## src/rtl/tcw_pkg.sv

```systemverilog
package tcw_pkg;

   typedef enum logic [1:0] {
      WG_NORMAL = 2'b00,
      WG_PHASE  = 2'b01,
      WG_CTC    = 2'b10,
      WG_FAST   = 2'b11
   } wg_kind_e;

   localparam int unsigned NUM_CH = 2;

   function automatic logic kind_is_pwm(input wg_kind_e k);
      return (k == WG_PHASE) || (k == WG_FAST);
   endfunction

endpackage

```

## src/rtl/tcw_counter.sv

```systemverilog
module tcw_counter
   import tcw_pkg::*;
#(
   parameter int unsigned W = 8
) (
   input  logic         clk,
   input  logic         rst_n,
   input  logic         tick,
   input  wg_kind_e     kind,
   input  logic [W-1:0] top,
   output logic [W-1:0] cnt,
   output logic         dir_up,
   output logic         at_top
);

   localparam logic [W-1:0] ZERO = '0;
   localparam logic [W-1:0] ONE  = {{(W-1){1'b0}}, 1'b1};

   assign at_top = (cnt == top);

   always_ff @(posedge clk or negedge rst_n) begin
      if (!rst_n) begin
         cnt    <= ZERO;
         dir_up <= 1'b1;
      end else if (tick) begin
         if (kind == WG_PHASE) begin
            if (dir_up) begin
               if (at_top) begin
                  dir_up <= 1'b0;
                  cnt    <= (cnt == ZERO) ? ZERO : cnt - ONE;
               end else begin
                  cnt <= cnt + ONE;
               end
            end else begin
               if (cnt == ZERO) begin
                  dir_up <= 1'b1;
                  cnt    <= (top == ZERO) ? ZERO : ONE;
               end else begin
                  cnt <= cnt - ONE;
               end
            end
         end else begin
            dir_up <= 1'b1;
            cnt    <= at_top ? ZERO : cnt + ONE;
         end
      end
   end

   p_hold_cnt_r13: assert property (@(posedge clk) disable iff (!rst_n)
      !tick |=> ($stable(cnt) && $stable(dir_up)));

   p_wrap_r2: assert property (@(posedge clk) disable iff (!rst_n)
      (tick && kind != WG_PHASE && at_top) |=> (cnt == ZERO));

   p_turn_r3: assert property (@(posedge clk) disable iff (!rst_n)
      (tick && kind == WG_PHASE && dir_up && at_top && cnt != ZERO) |=> !dir_up);

endmodule

```

## src/rtl/tcw_cmp_buf.sv

```systemverilog
module tcw_cmp_buf #(
   parameter int unsigned W = 8
) (
   input  logic         clk,
   input  logic         rst_n,
   input  logic         tick,
   input  logic         pwm,
   input  logic         upd,
   input  logic [W-1:0] d_in,
   output logic [W-1:0] active
);

   logic [W-1:0] shadow_q;

   always_ff @(posedge clk or negedge rst_n) begin
      if (!rst_n) begin
         shadow_q <= '0;
      end else if (!pwm || (tick && upd)) begin
         shadow_q <= d_in;
      end
   end

   assign active = pwm ? shadow_q : d_in;

   p_shadow_hold_r12: assert property (@(posedge clk) disable iff (!rst_n)
      (pwm && !(tick && upd)) |=> $stable(shadow_q));

endmodule

```

## src/rtl/tcw_wave.sv

```systemverilog
module tcw_wave
   import tcw_pkg::*;
#(
   parameter int unsigned W    = 8,
   parameter bit          IS_A = 1'b0
) (
   input  logic         clk,
   input  logic         rst_n,
   input  logic         tick,
   input  wg_kind_e     kind,
   input  logic         sel_top,
   input  logic [1:0]   com,
   input  logic [W-1:0] cnt,
   input  logic [W-1:0] cmp,
   input  logic [W-1:0] top,
   input  logic         at_top,
   input  logic         dir_up,
   output logic         wave,
   output logic         ovr
);

   logic live01;
   logic match;
   logic pwm;
   logic nxt;

   generate
      if (IS_A) begin : g_a
         assign live01 = sel_top;
      end else begin : g_b
         assign live01 = 1'b0;
      end
   endgenerate

   assign match = (cnt == cmp);
   assign pwm   = kind_is_pwm(kind);
   assign ovr   = (com != 2'b00) && !((com == 2'b01) && pwm && !live01);

   always_comb begin
      nxt = wave;
      case (kind)
         WG_NORMAL, WG_CTC: begin
            if (match) begin
               case (com)
                  2'b01:   nxt = ~wave;
                  2'b10:   nxt = 1'b0;
                  2'b11:   nxt = 1'b1;
                  default: nxt = wave;
               endcase
            end
         end
         WG_FAST: begin
            if (com[1]) begin
               if (at_top)     nxt = ~com[0];
               else if (match) nxt = com[0];
            end else if (com[0] && live01 && match) begin
               nxt = ~wave;
            end
         end
         default: begin
            if (com[1]) begin
               if (cmp == top) begin
                  if (at_top) nxt = ~com[0];
               end else if (match) begin
                  nxt = dir_up ? com[0] : ~com[0];
               end
            end else if (com[0] && live01 && match) begin
               nxt = ~wave;
            end
         end
      endcase
   end

   always_ff @(posedge clk or negedge rst_n) begin
      if (!rst_n)    wave <= 1'b0;
      else if (tick) wave <= nxt;
   end

   p_wave_hold_r13: assert property (@(posedge clk) disable iff (!rst_n)
      !tick |=> $stable(wave));

   p_fast_top_r7: assert property (@(posedge clk) disable iff (!rst_n)
      (tick && kind == WG_FAST && com[1] && at_top) |=> (wave == !$past(com[0])));

   p_mode01_idle_r8: assert property (@(posedge clk) disable iff (!rst_n)
      (pwm && com == 2'b01 && !live01) |=> $stable(wave));

   p_top_match_ignored_r11: assert property (@(posedge clk) disable iff (!rst_n)
      (kind == WG_PHASE && com[1] && cmp == top && !at_top) |=> $stable(wave));

   p_ovr_off_r5: assert property (@(posedge clk) disable iff (!rst_n)
      (com == 2'b00) |-> !ovr);

endmodule

```

## src/rtl/timer_wave_unit.sv

```systemverilog
module timer_wave_unit
   import tcw_pkg::*;
#(
   parameter int unsigned W = 8
) (
   input  logic         clk,
   input  logic         rst_n,
   input  logic         tick,
   input  logic [2:0]   wgm,
   input  logic [1:0]   com_a,
   input  logic [1:0]   com_b,
   input  logic [W-1:0] cmp_a,
   input  logic [W-1:0] cmp_b,
   input  logic [1:0]   dir_en,
   output logic [W-1:0] count,
   output logic [1:0]   wave,
   output logic [1:0]   ovr,
   output logic [1:0]   pin_oe
);

   localparam logic [W-1:0] MAXV = '1;

   generate
      if (W < 2 || W > 32) begin : g_bad_width
         $error("timer_wave_unit: W must lie in 2..32");
      end
   endgenerate

   wg_kind_e     kind;
   logic         sel_top;
   logic         pwm;
   logic [W-1:0] top;
   logic         at_top;
   logic         dir_up;
   logic [W-1:0] cmp_in  [NUM_CH];
   logic [1:0]   com_in  [NUM_CH];
   logic [W-1:0] cmp_act [NUM_CH];

   assign kind      = wg_kind_e'(wgm[1:0]);
   assign sel_top   = wgm[2];
   assign pwm       = kind_is_pwm(kind);
   assign cmp_in[0] = cmp_a;
   assign cmp_in[1] = cmp_b;
   assign com_in[0] = com_a;
   assign com_in[1] = com_b;

   assign top = ((kind == WG_CTC) || (pwm && sel_top)) ? cmp_act[0] : MAXV;

   tcw_counter #(.W(W)) i_counter (
      .clk    (clk),
      .rst_n  (rst_n),
      .tick   (tick),
      .kind   (kind),
      .top    (top),
      .cnt    (count),
      .dir_up (dir_up),
      .at_top (at_top)
   );

   for (genvar ch = 0; ch < NUM_CH; ch++) begin : g_ch
      tcw_cmp_buf #(.W(W)) i_buf (
         .clk    (clk),
         .rst_n  (rst_n),
         .tick   (tick),
         .pwm    (pwm),
         .upd    (at_top),
         .d_in   (cmp_in[ch]),
         .active (cmp_act[ch])
      );

      tcw_wave #(.W(W), .IS_A(ch == 0)) i_wave (
         .clk     (clk),
         .rst_n   (rst_n),
         .tick    (tick),
         .kind    (kind),
         .sel_top (sel_top),
         .com     (com_in[ch]),
         .cnt     (count),
         .cmp     (cmp_act[ch]),
         .top     (top),
         .at_top  (at_top),
         .dir_up  (dir_up),
         .wave    (wave[ch]),
         .ovr     (ovr[ch])
      );

      assign pin_oe[ch] = ovr[ch] & dir_en[ch];

      p_oe_needs_dir_r5: assert property (@(posedge clk) disable iff (!rst_n)
         !dir_en[ch] |-> !pin_oe[ch]);
   end

endmodule

```

## config.mk

```make
export PLATFORM = sky130hd
export DESIGN_NAME = timer_wave_unit
export DESIGN_NICKNAME = d
export VERILOG_FILES = /design/src/rtl/tcw_pkg.sv /design/src/rtl/tcw_counter.sv /design/src/rtl/tcw_cmp_buf.sv /design/src/rtl/tcw_wave.sv /design/src/rtl/timer_wave_unit.sv
export SDC_FILE = /design/constraint.sdc
export NUM_CORES = 1
export LEC_CHECK = 0
export CORE_UTILIZATION = 60
export DETAILED_ROUTE_END_ITERATION = 8
export DONT_BUFFER_PORTS = 1
export PLACE_DENSITY = 0.84
export SYNTH_ARGS = -nofsm -noshare
export SYNTH_HDL_FRONTEND = slang
export SYNTH_SLANG_ARGS = --single-unit
```

## constraint.sdc

```tcl
create_clock -name clk -period 2.7 [get_ports clk]
set_clock_uncertainty 0.05 [all_clocks]
set_input_delay 0.405 -clock clk [delete_from_list [all_inputs] [get_ports clk]]
set_output_delay 0.405 -clock clk [all_outputs]
set_load 0.005 [all_outputs]
```

==> results.py, run 1 <==
metrics = {
    "grt": {
        "grt_pass1_vias": 2401,
        "grt_pass1_wl_um": 11500,
        "gr-total-overflow": 0,
        "grtUsageMet1_pct": 38.4,
        "top_usage_layer": "met2",
        "use_met3_pct": 5.81,
        "antenna_found_initial": 0,
        "grt_usage_pct": 29.4,
        "grt_util_met2_pct": 47.5,
        "grt_max_degree": 54,
    },
    "min_path": {
        "min_to": "i_counter.cnt[1]$_DFFE_PN0P_",
        "hold_class": "in2reg",
        "hold_depth": 1,
        "holdCritStartpoint": "tick",
    },
    "synth": {
        "synth-edff-count": 0,
        "ys.warnings.count": 0,
        "ys_ff_latch": 27,
        "synth_cell_types": 67,
        "synth_sequential_area_ratio_pct": 24.5,
        "synthFlopType": "dfrtp_1",
        "synthCells": 306,
        "syn_nets": 340,
        "syn_area_mm2": 0.00276,
        "synth.area.top_cells": "dfrtp_1 (24%), mux2i_1 (5.1%), xnor2_1 (5.1%)",
        "synth_top_area_share_pct": 23.6,
        "synth_area_per_cell_um2": 9.01,
        "ys_async_sr_fraction_pct": 100,
        "yosysTopAreaCell": "dfrtp_1",
    },
    "finish": {
        "antennaDiodeCount": 0,
        "stdcell_count": 355,
        "final_nets": 338,
        "n_fill_cell": 364,
        "final_cell_mix": "dfrtp_1 (26), buf_4 (17), a21oi_1 (16), xnor2_1 (16), nand2_1 (15)",
        "syn2layout_area_growth_pct": 3.90,
        "mostFrequentLayoutCell": "dfrtp_1",
        "drive_above_1_share_pct": 17.2,
    },
    "clocking": {
        "cts_sinks": 27,
        "cts_tree": "done",
        "cts-buffers-inserted": 3,
        "clk_path_buf_depth": 2,
        "cts_setup_buffers": 0,
        "path_clk_slew_ns": 0.10,
        "h-tree-depth": 1,
        "clock_latency_ns": 0.28,
        "cts_root_buf": "clkbuf_8",
    },
    "timing": {
        "setup_tns_ns": 0,
        "period_needed_ns": 2.57,
        "max_freq_ghz": 0.388,
        "max-slew-margin-rel_pct": 53.9,
        "worst_slew_pin_slew_ns": 0.672,
        "setup_viol": 0,
        "hold_viol": 0,
        "rsz0062_at_grt": "no",
        "period_share_pct": 95.4,
        "drv_slew": 0,
    },
    "power_and_ir_drop": {
        "power.switching_uw": 706,
        "p_comb_share_pct": 49.8,
        "p_leak_nw": 1.11,
        "clkPwrFrac_pct": 14.2,
        "p_seq_share_pct": 36.0,
        "cellInternalPower_uw": 994,
        "p_per_area_mw_per_mm2": 594,
        "switching_share_pct": 41.5,
        "vdd_drop_max_v": 0.000333,
    },
    "setup_path": {
        "max_stage_delay_ns": 0.52,
        "worstPathArrival_ns": 2.69,
        "cp.buffers_inverters": 1,
        "path_class": "reg2reg",
        "r2r-start": "i_counter.cnt[4]$_DFFE_PN0P_",
        "critPathMaxFanout": 13,
        "r2r_slack_ns": 0.13,
        "path_delay_family": "simple AND/OR/NAND/NOR gates",
        "endpoint_kind": "register",
        "r2r_cells": 8,
        "worstPathCellList": "nor2b_1, or4_1, a211oi_2, and4_2, nand2_1, nand2_2, buf_12, mux2_2",
        "cp_slowest_cell": "or4_1",
        "worst_ep_required_time_ns": 2.82,
        "timing.rr.end": "g_ch[0].i_buf.shadow_q[0]$_DFFE_PN0P_",
        "cp-start-kind": "register",
    },
    "die": {
        "ios": 42,
        "rows": 24,
        "die_w_um": 69.8,
        "fp.dieArea_mm2": 0.00487,
        "die_h_um": 69.8,
        "start_util_pct": 62.9,
        "core_mm2": 0.00438,
    },
    "route": {
        "drt-initial-drc-count": 267,
        "routed_wl_um": 7120,
        "via_per_inst": 7.02,
        "wl_per_cell_um": 20.0,
        "postRouteAntennaNets": 0,
        "drc_errors": 0,
        "dr.pass1.iters": 5,
        "via_count": 2493,
    },
    "place": {
        "hpwl_um": 5140,
        "port_buffers": 0,
        "dp_cells": 349,
        "routabilityCongestion": 0.935,
    },
    "outcome": {
        "status": "complete, no violations",
    },
    "flow_run": {
        "cap_violations": 0,
    },
}
==> worst max path at each step <==
stage,from,to,slack [ns],depth (start not counted)
2_1_floorplan,wgm[0],g_ch[0].i_buf.shadow_q[7]$_DFFE_PN0P_,0.15,9
3_3_place_gp,cmp_a[4],i_counter.cnt[4]$_DFFE_PN0P_,0.12,7
3_5_place_dp,cmp_a[4],i_counter.cnt[2]$_DFFE_PN0P_,-0.02,7
4_1_cts,i_counter.cnt[4]$_DFFE_PN0P_,g_ch[0].i_buf.shadow_q[0]$_DFFE_PN0P_,0.05,8
5_1_grt,i_counter.cnt[4]$_DFFE_PN0P_,g_ch[0].i_buf.shadow_q[0]$_DFFE_PN0P_,0.01,8
6_report,i_counter.cnt[4]$_DFFE_PN0P_,g_ch[0].i_buf.shadow_q[0]$_DFFE_PN0P_,0.13,8
==> cell usage after synthesis, drive strengths merged, types with 5 or more instances <==
master	count
a22o	8
mux2i	19
ha	6
a21oi	16
o22ai	9
nand3	11
nor2b	11
nand2	16
nor2	10
o221ai	8
nor4	5
buf	16
dfrtp	26
xnor2	16
nand3b	7
clkbuf	11
inv	13
nand4	10
mux2	20
==> power by group through the flow <==
| stage | clock network (mW) | logic, mW | registers, mW |
|---|---|---|---|
| after floorplan | 0 | 0.639 | 0.580 |
| after global placement | 0 | 0.789 | 0.613 |
| after detailed placement | 0 | 0.807 | 0.615 |
| after CTS | 0.244 | 0.827 | 0.608 |
| after global routing | 0.257 | 0.909 | 0.623 |
| final | 0.241 | 0.847 | 0.613 |
==> sequential cells by signal (all words and copies together), names as in the netlist <==
| name | cells |
|---|---|
| g_ch.i_buf.shadow_q | 16 |
| g_ch.i_wave.wave | 2 |
| i_counter.cnt | 8 |
| i_counter.dir_up | 1 |
==> cells by family (layout without fill, tap and decap cells) <==
logic type / after synthesis / in the layout / share of synthesized area, %
AND/OR/NAND/NOR: 100 / 100 / 22.1
AO/OA/AOI/OAI: 77 / 77 / 20.7
buffers and inverters: 40 / 37 / 8.58
multiplexers: 39 / 39 / 15.9
flip-flops: 27 / 27 / 24.5
XOR/XNOR: 17 / 17 / 5.40
adder cells (fa/ha/maj): 6 / 6 / 2.72
==> metrics by stage <==
step	hold WS, ns	instance area, µm²	total power, mW	setup WS (ns)	util (%)
floorplan	0.0594	2760	1.22	0.146	-
global placement	0.0601	2780	1.40	0.115	63.5
detailed placement	0.0603	2780	1.42	-0.0204	63.5
CTS	0.155	2860	1.68	0.0482	65.2
global route	0.153	2870	1.79	0.0113	65.4
finish	0.164	2870	1.70	0.125	65.4
==> worst register-to-register path: stages, from the launching register on <==
cell and delay, ns:
dfrtp_1 0.46, nor2b_1 0.07, or4_1 0.52, a211oi_2 0.29, and4_2 0.31, nand2_1 0.09
nand2_2 0.15, buf_12 0.16, mux2_2 0.35
==> per-layer routing <==
| metal | routed length [µm] | up-vias |
|---|---|---|
| met5 | 0 | - |
| met4 | 248 | 0 |
| met3 | 567 | 24 |
| met2 | 3240 | 127 |
| met1 | 3060 | 1189 |
| li1 | - | 1153 |
==> what timing repair did <==
item,4_1_cts,5_1_grt
hold buffers,2,0
setup endpoints to repair,2,18
hold endpoints to repair,27,0
resized for setup,1,2
cloned,0,0
==> layout make-up <==
class / count / area [µm²] / area share, %
well taps: 52 / 65.1 / 2.27
inverters: 13 / 48.8 / 1.70
flip-flops and latches: 27 / 677 / 23.6
repair buffers: 20 / 178 / 6.20
multi-input cells: 239 / 1850 / 64.6
clock buffers: 4 / 45.0 / 1.57
No activity file was read; power rests on OpenSTA's default activity.
==> inputs of run 2 (changes only) <==
--- a/config.mk
+++ b/config.mk
@@ -5,6 +5,7 @@
 export SDC_FILE = /design/constraint.sdc
 export NUM_CORES = 1
 export LEC_CHECK = 0
+export ABC_AREA = 1
 export CORE_UTILIZATION = 60
 export DETAILED_ROUTE_END_ITERATION = 8
 export DONT_BUFFER_PORTS = 1
==> run 2 against run 1 <==
Synthesized area is 0.64% lower. Die area decreased by 0.62%. Critical path depth unchanged. First-iteration DRC count shrank 50%. Clock power increased by 7%. Power up 1.4%. Critical endpoint is now i_counter.cnt[3]$_DFFE_PN0P_.
==> results.py, run 2 <==
metrics = {
    "outcome": {
        "status": "complete, no violations",
    },
    "synth": {
        "synthFlopType": "dfrtp_1",
        "synth_sequential_area_ratio_pct": 24.7,
        "ys_async_sr_fraction_pct": 100,
        "synthTopCellsByCount": "nand2_1 (145), inv_1 (55), nor2_1 (36)",
        "ys.warnings.count": 0,
        "synth_area_per_cell_um2": 6.36,
        "synth_most_common_cell": "nand2_1",
        "synth-edff-count": 0,
        "synth_top_area_share_pct": 23.7,
        "yosysTopAreaCell": "dfrtp_1",
        "synth.area.top_cells": "dfrtp_1 (24%), nand2_1 (20%), inv_1 (7.5%)",
        "synth_cell_types": 38,
        "syn_area_mm2": 0.00274,
        "ys_ff_latch": 27,
        "synthCells": 431,
        "syn_nets": 465,
    },
    "power_and_ir_drop": {
        "p_leak_nw": 1.47,
        "vdd_drop_max_v": 0.000475,
        "power.switching_uw": 824,
        "switching_share_pct": 47.8,
        "cellInternalPower_uw": 901,
        "clkPwrFrac_pct": 15.0,
        "p_per_area_mw_per_mm2": 623,
        "p_comb_share_pct": 48.0,
        "p_seq_share_pct": 37.0,
    },
    "timing": {
        "setup_tns_ns": 0,
        "hold_viol": 0,
        "setup_viol": 0,
        "period_needed_ns": 2.13,
        "drv_slew": 0,
        "period_share_pct": 78.9,
        "max_freq_ghz": 0.470,
        "setup_ws_ns": 0.571,
        "rsz0062_at_grt": "no",
        "worst_slew_pin_slew_ns": 0.472,
        "max-slew-margin-rel_pct": 68.5,
    },
    "clocking": {
        "clk_path_buf_depth": 2,
        "cts_tree": "done",
        "cts_setup_buffers": 0,
        "h-tree-depth": 1,
        "clock_latency_ns": 0.28,
        "cts_root_buf": "clkbuf_8",
        "cts-buffers-inserted": 3,
        "path_clk_slew_ns": 0.11,
        "cts_sinks": 27,
    },
    "place": {
        "hpwl_um": 5230,
        "routabilityCongestion": 0.936,
        "port_buffers": 0,
        "dp_slack_ns": 0.579,
    },
    "die": {
        "start_util_pct": 62.5,
        "core_mm2": 0.00438,
        "ios": 42,
        "rows": 24,
        "fp.dieArea_mm2": 0.00484,
        "die_w_um": 69.6,
        "die_h_um": 69.6,
    },
    "setup_path": {
        "cp_slowest_cell": "dfrtp_1",
        "cp-start-kind": "register",
        "worst_ep_required_time_ns": 2.85,
        "endpoint_kind": "register",
        "path_class": "reg2reg",
        "max_stage_delay_ns": 0.52,
        "worstPathCellList": "clkinv_1, ha_1, nand4_1, inv_1, nor2_1, a21boi_4, nand2_1, a22oi_1",
        "worstPathArrival_ns": 2.28,
        "critPathMaxFanout": 8,
    },
    "min_path": {
        "hold_class": "in2reg",
    },
    "finish": {
        "final_cell_mix": "nand2_1 (145), inv_1 (55), nor2_1 (36)",
        "utilization_pct": 63.2,
        "syn2layout_area_growth_pct": 1.05,
        "largest_reg_flops": 16,
        "top_regs": "g_ch.i_buf.shadow_q (16), i_counter.cnt (8), g_ch.i_wave.wave (2)",
        "final_nets": 459,
        "antennaDiodeCount": 0,
        "largest_register": "g_ch.i_buf.shadow_q",
        "mostFrequentLayoutCell": "nand2_1",
        "drive_above_1_share_pct": 8.96,
        "n_fill_cell": 411,
    },
    "route": {
        "via_per_inst": 5.45,
        "drc_errors": 0,
        "dr.pass1.iters": 4,
        "postRouteAntennaNets": 0,
        "wl_per_cell_um": 13.7,
        "drt-initial-drc-count": 134,
        "routed_wl_um": 6540,
        "via_count": 2593,
    },
    "grt": {
        "grt_pass1_vias": 2529,
        "gr-total-overflow": 0,
        "grt_pass1_wl_um": 11500,
        "grt_usage_pct": 29.6,
        "antenna_found_initial": 0,
        "grt_max_degree": 38,
    },
    "flow_run": {
        "cap_violations": 0,
    },
}
==> run 2: cell types whose count changed in the layout (fill, tap and decap cells not counted), moves of 11 or more <==
cell and delta:
mux2i_1 -14, o21ai_0 +23, nor2b_1 -11, nand2_1 +130
buf_4 -14, xor2_1 +16, nor2_1 +26, inv_1 +42
nand3_1 +23
==> run 2: final timing paths <==
kind                                                       startpoint                                     to  slack, ns  cells after the start
worst max-delay path                     i_counter.cnt[0]$_DFFE_PN0P_           i_counter.cnt[3]$_DFFE_PN0P_       0.57                      8
worst min-delay path                                             tick           i_counter.dir_up$_DFFE_PN1P_       0.13                      1
worst max register to register           i_counter.cnt[0]$_DFFE_PN0P_           i_counter.cnt[3]$_DFFE_PN0P_       0.57                      8
worst min register to register  g_ch[0].i_buf.shadow_q[4]$_DFFE_PN0P_  g_ch[0].i_buf.shadow_q[4]$_DFFE_PN0P_       0.48                      1
max in group asynchronous                                       rst_n           i_counter.dir_up$_DFFE_PN1P_       1.88                      2
min in group asynchronous                                       rst_n  g_ch[1].i_buf.shadow_q[2]$_DFFE_PN0P_       0.50                      2
==> run 2: what timing repair did <==
action,in CTS,in global routing
hold buffers,2,0
setup endpoints to repair,0,0
resized for setup,0,0
hold endpoints to repair,27,0
==> run 2: worst max-delay path: cells and delay by family, from the launching register on <==
| kind | cells | cell delay [ns] |
|---|---|---|
| adders and majority gates | 1 | 0.29 |
| and+or+nand+nor | 3 | 0.37 |
| buffers and inverters | 2 | 0.36 |
| DFF | 1 | 0.52 |
| AOI/OAI and AO/OA | 2 | 0.46 |
==> run 2: stage by stage <==
stage               instances  total power, mW  cell area, µm²  hold WS [ns]
floorplan                 431             1.29            2740        0.0594
global placement          470             1.44            2690        0.0601
detailed placement        470             1.45            2690        0.0600
CTS                       476             1.73            2770         0.129
global route              476             1.88            2770         0.130
finish                    476             1.73            2770         0.134
==> run 2: metal layers <==
| metal | vias to the layer above | global-route usage (%) | part of all wire (%) |
|---|---|---|---|
| li1 | 1332 | - | - |
| met1 | 1154 | 40.2 | 45 |
| met2 | 94 | 47.8 | 46 |
| met3 | 13 | 5.09 | 6.6 |
| met4 | 0 | 9.75 | 1.8 |
| met5 | - | 0 | 0 |
==> run 2: cell families after synthesis <==
kind of cell    count (synthesis)  synth area share [%]
fa+ha+maj                       6                  2.74
compound gates                 61                  14.0
mux                             1                 0.411
simple gates                  236                  37.0
xor+xnor                       24                  7.67
buf+inv                        76                  13.5
flops                          27                  24.7
==> run 2: cell type report <==
class / instances / area (µm²) / share of cell area (%)
clock buffers: 3 / 41.3 / 1.49
clock inverters: 1 / 8.76 / 0.316
inverters: 60 / 230 / 8.31
multi-input cells: 328 / 1690 / 61.2
flip-flops and latches: 27 / 677 / 24.4
well taps: 52 / 65.1 / 2.35
repair buffers: 5 / 52.6 / 1.90
==> run 2: power groups by stage <==
stage	Combinational (mW)	Clock [mW]	Sequential [mW]
after detailed placement	0.805	0	0.646
after global routing	0.942	0.285	0.656
after CTS	0.821	0.267	0.638
final	0.827	0.259	0.639
after global placement	0.798	0	0.642
after floorplan	0.708	0	0.584
==> inputs of run 3 (changes only) <==
--- a/config.mk
+++ b/config.mk
@@ -5,8 +5,8 @@
 export SDC_FILE = /design/constraint.sdc
 export NUM_CORES = 1
 export LEC_CHECK = 0
-export ABC_AREA = 1
-export CORE_UTILIZATION = 60
+export ABC_AREA = 0
+export CORE_UTILIZATION = 58
 export DETAILED_ROUTE_END_ITERATION = 8
 export DONT_BUFFER_PORTS = 1
 export PLACE_DENSITY = 0.84
==> constraint.sdc (replaced) <==
create_clock -name clk -period 1.8 [get_ports clk]
set_clock_uncertainty 0.05 [all_clocks]
set_input_delay 0.27 -clock clk [delete_from_list [all_inputs] [get_ports clk]]
set_output_delay 0.27 -clock clk [all_outputs]
set_load 0.005 [all_outputs]
==> run 3 against run 2 <==
The run now ends with design-rule violations, negative setup slack left. Via count increased by 13%. Worst setup slack got worse by 1.2 ns. Sequential power increased by 39%. Non-clock buffer count increased by 71. Count of clock-buffer cells in the layout unchanged. Register-to-register slack got worse by 1.2 ns. Die area increased by 4.0%. Worst hold slack got worse by 0.075 ns. Critical endpoint is now g_ch[1].i_wave.wave$_DFFE_PN0P_. Largest cell class unchanged. Highest routed layer unchanged.
==> results.py, run 3 (same netlist as run 1, synthesis figures left out) <==
metrics = {
    "timing": {
        "drv_slew": 0,
        "holdWs_ns": 0.0594,
        "rsz0062_at_grt": "yes",
        "worst_slew_pin_slew_ns": 0.473,
        "hold_viol": 0,
        "setup_viol": 27,
        "setup_tns_ns": -14.68,
        "setup_ws_ns": -0.609,
        "period_share_pct": 134,
        "period_needed_ns": 2.41,
        "max_freq_ghz": 0.415,
        "max-slew-margin-rel_pct": 67.6,
    },
    "grt": {
        "grt_pass1_wl_um": 13500,
        "grt_pass1_vias": 2775,
        "gr-total-overflow": 0,
        "grt_usage_pct": 34.1,
        "grt_max_degree": 54,
        "antenna_found_initial": 0,
    },
    "finish": {
        "largest_register": "g_ch.i_buf.shadow_q",
        "seqCellArea_um2": 677,
        "final_nets": 394,
        "n_fill_cell": 274,
        "multiInputGateArea_mm2": 0.00209,
        "top_regs": "g_ch.i_buf.shadow_q (16), i_counter.cnt (8), g_ch.i_wave.wave (2)",
        "syn2layout_area_growth_pct": 29.2,
        "final_cell_mix": "buf_4 (68), dfrtp_1 (26), mux2_4 (18)",
        "mostFrequentLayoutCell": "buf_4",
        "drive_above_1_share_pct": 39.0,
        "antennaDiodeCount": 0,
        "largest_reg_flops": 16,
    },
    "route": {
        "dr.pass1.iters": 7,
        "drt-initial-drc-count": 324,
        "wl_per_cell_um": 23.0,
        "via_per_inst": 7.15,
        "postRouteAntennaNets": 0,
        "via_count": 2939,
        "routed_wl_um": 9450,
        "drc_errors": 6,
    },
    "setup_path": {
        "cp-start-kind": "register",
        "worst_ep_required_time_ns": 1.97,
        "worstPathArrival_ns": 2.58,
        "startpoint": "i_counter.cnt[0]$_DFFE_PN0P_",
        "path_class": "reg2reg",
        "endpoint_kind": "register",
        "critPathMaxFanout": 4,
        "r2r_cells": 11,
        "r2r-start": "i_counter.cnt[0]$_DFFE_PN0P_",
    },
    "power_and_ir_drop": {
        "p_leak_nw": 1.50,
        "finalPower_mw": 3.15,
        "vdd_drop_max_v": 0.000640,
        "p_per_area_mw_per_mm2": 884,
    },
    "min_path": {
        "hold_depth": 1,
        "holdCritStartpoint": "tick",
        "hold_class": "in2reg",
    },
    "die": {
        "die_h_um": 71.0,
        "start_util_pct": 61.6,
        "ios": 42,
        "fp.dieArea_mm2": 0.00503,
        "core_mm2": 0.00447,
        "die_w_um": 71.0,
        "rows": 24,
    },
    "place": {
        "port_buffers": 0,
        "routabilityCongestion": 0.905,
        "hpwl_um": 5650,
    },
    "clocking": {
        "clk_path_buf_depth": 2,
        "cts_sinks": 27,
        "path_clk_slew_ns": 0.11,
        "cts_root_buf": "clkbuf_8",
        "cts_tree": "done",
        "cts-buffers-inserted": 3,
        "h-tree-depth": 1,
        "clock_latency_ns": 0.30,
    },
    "flow_run": {
        "cap_violations": 0,
    },
    "outcome": {
        "status": "complete, but fails checks",
        "violations": "design-rule violations, negative setup slack",
    },
}
[run 3: power breakdown]
part | switching, mW | total (mW) | leakage (nW) | internal (mW)
clock network | 0.223 | 0.380 | 0.0255 | 0.156
logic | 0.920 | 1.88 | 1.16 | 0.962
registers | 0.157 | 0.889 | 0.314 | 0.732
[run 3: layout make-up]
class,instances,share of cell area [%]
Timing Repair Buffer,76,17.8
Sequential cell,27,19.0
Inverter,13,1.37
Multi-Input combinational cell,239,58.7
Clock buffer,3,1.16
Clock inverter,1,0.140
Tap cell,52,1.83
[run 3: layer usage]
layer / vias to the layer above / track usage, % / wire length, µm
met5: - / 0 / 0
met4: 0 / 15.8 / 403
met3: 51 / 7.26 / 892
met2: 209 / 55.3 / 4490
met1: 1409 / 43.5 / 3660
li1: 1270 / - / -
[run 3: final timing paths]
| kind | endpoint | slack (ns) |
|---|---|---|
| max in group asynchronous | i_counter.dir_up$_DFFE_PN1P_ | 1.10 |
| setup / recovery | g_ch[1].i_wave.wave$_DFFE_PN0P_ | -0.61 |
| hold reg to reg | g_ch[1].i_buf.shadow_q[4]$_DFFE_PN0P_ | 0.49 |
| setup reg to reg | g_ch[1].i_wave.wave$_DFFE_PN0P_ | -0.61 |
| min in group asynchronous | g_ch[0].i_buf.shadow_q[7]$_DFFE_PN0P_ | 0.36 |
| hold / removal | i_counter.cnt[0]$_DFFE_PN0P_ | 0.06 |
[run 3: critical path: stages, from the launching register on]
cell and delay, ns:
dfrtp_1 0.45, buf_4 0.17, a21oi_1 0.17, o31ai_1 0.13, a32o_2 0.29, and4_4 0.21
buf_6 0.12, buf_6 0.12, buf_4 0.13, o31ai_2 0.19, o22ai_1 0.10, a31oi_1 0.19
[run 3: stage by stage]
stage	cell area, µm²	worst slack [ns]	instances	utilization (%)
after floorplan	2900	-0.486	306	-
after global placement	3260	-0.597	394	72.8
after detailed placement	3260	-0.675	394	72.8
after CTS	3430	-0.592	406	76.7
after global routing	3560	-0.698	411	79.6
final	3560	-0.609	411	79.6
[run 3: what timing repair did]
action                     CTS  global route
setup buffers                7             6
gates resized for setup     15            20
pin swaps                   10            13
hold endpoints to repair    27             1
setup endpoints to repair   27            27
hold buffers                 2             1
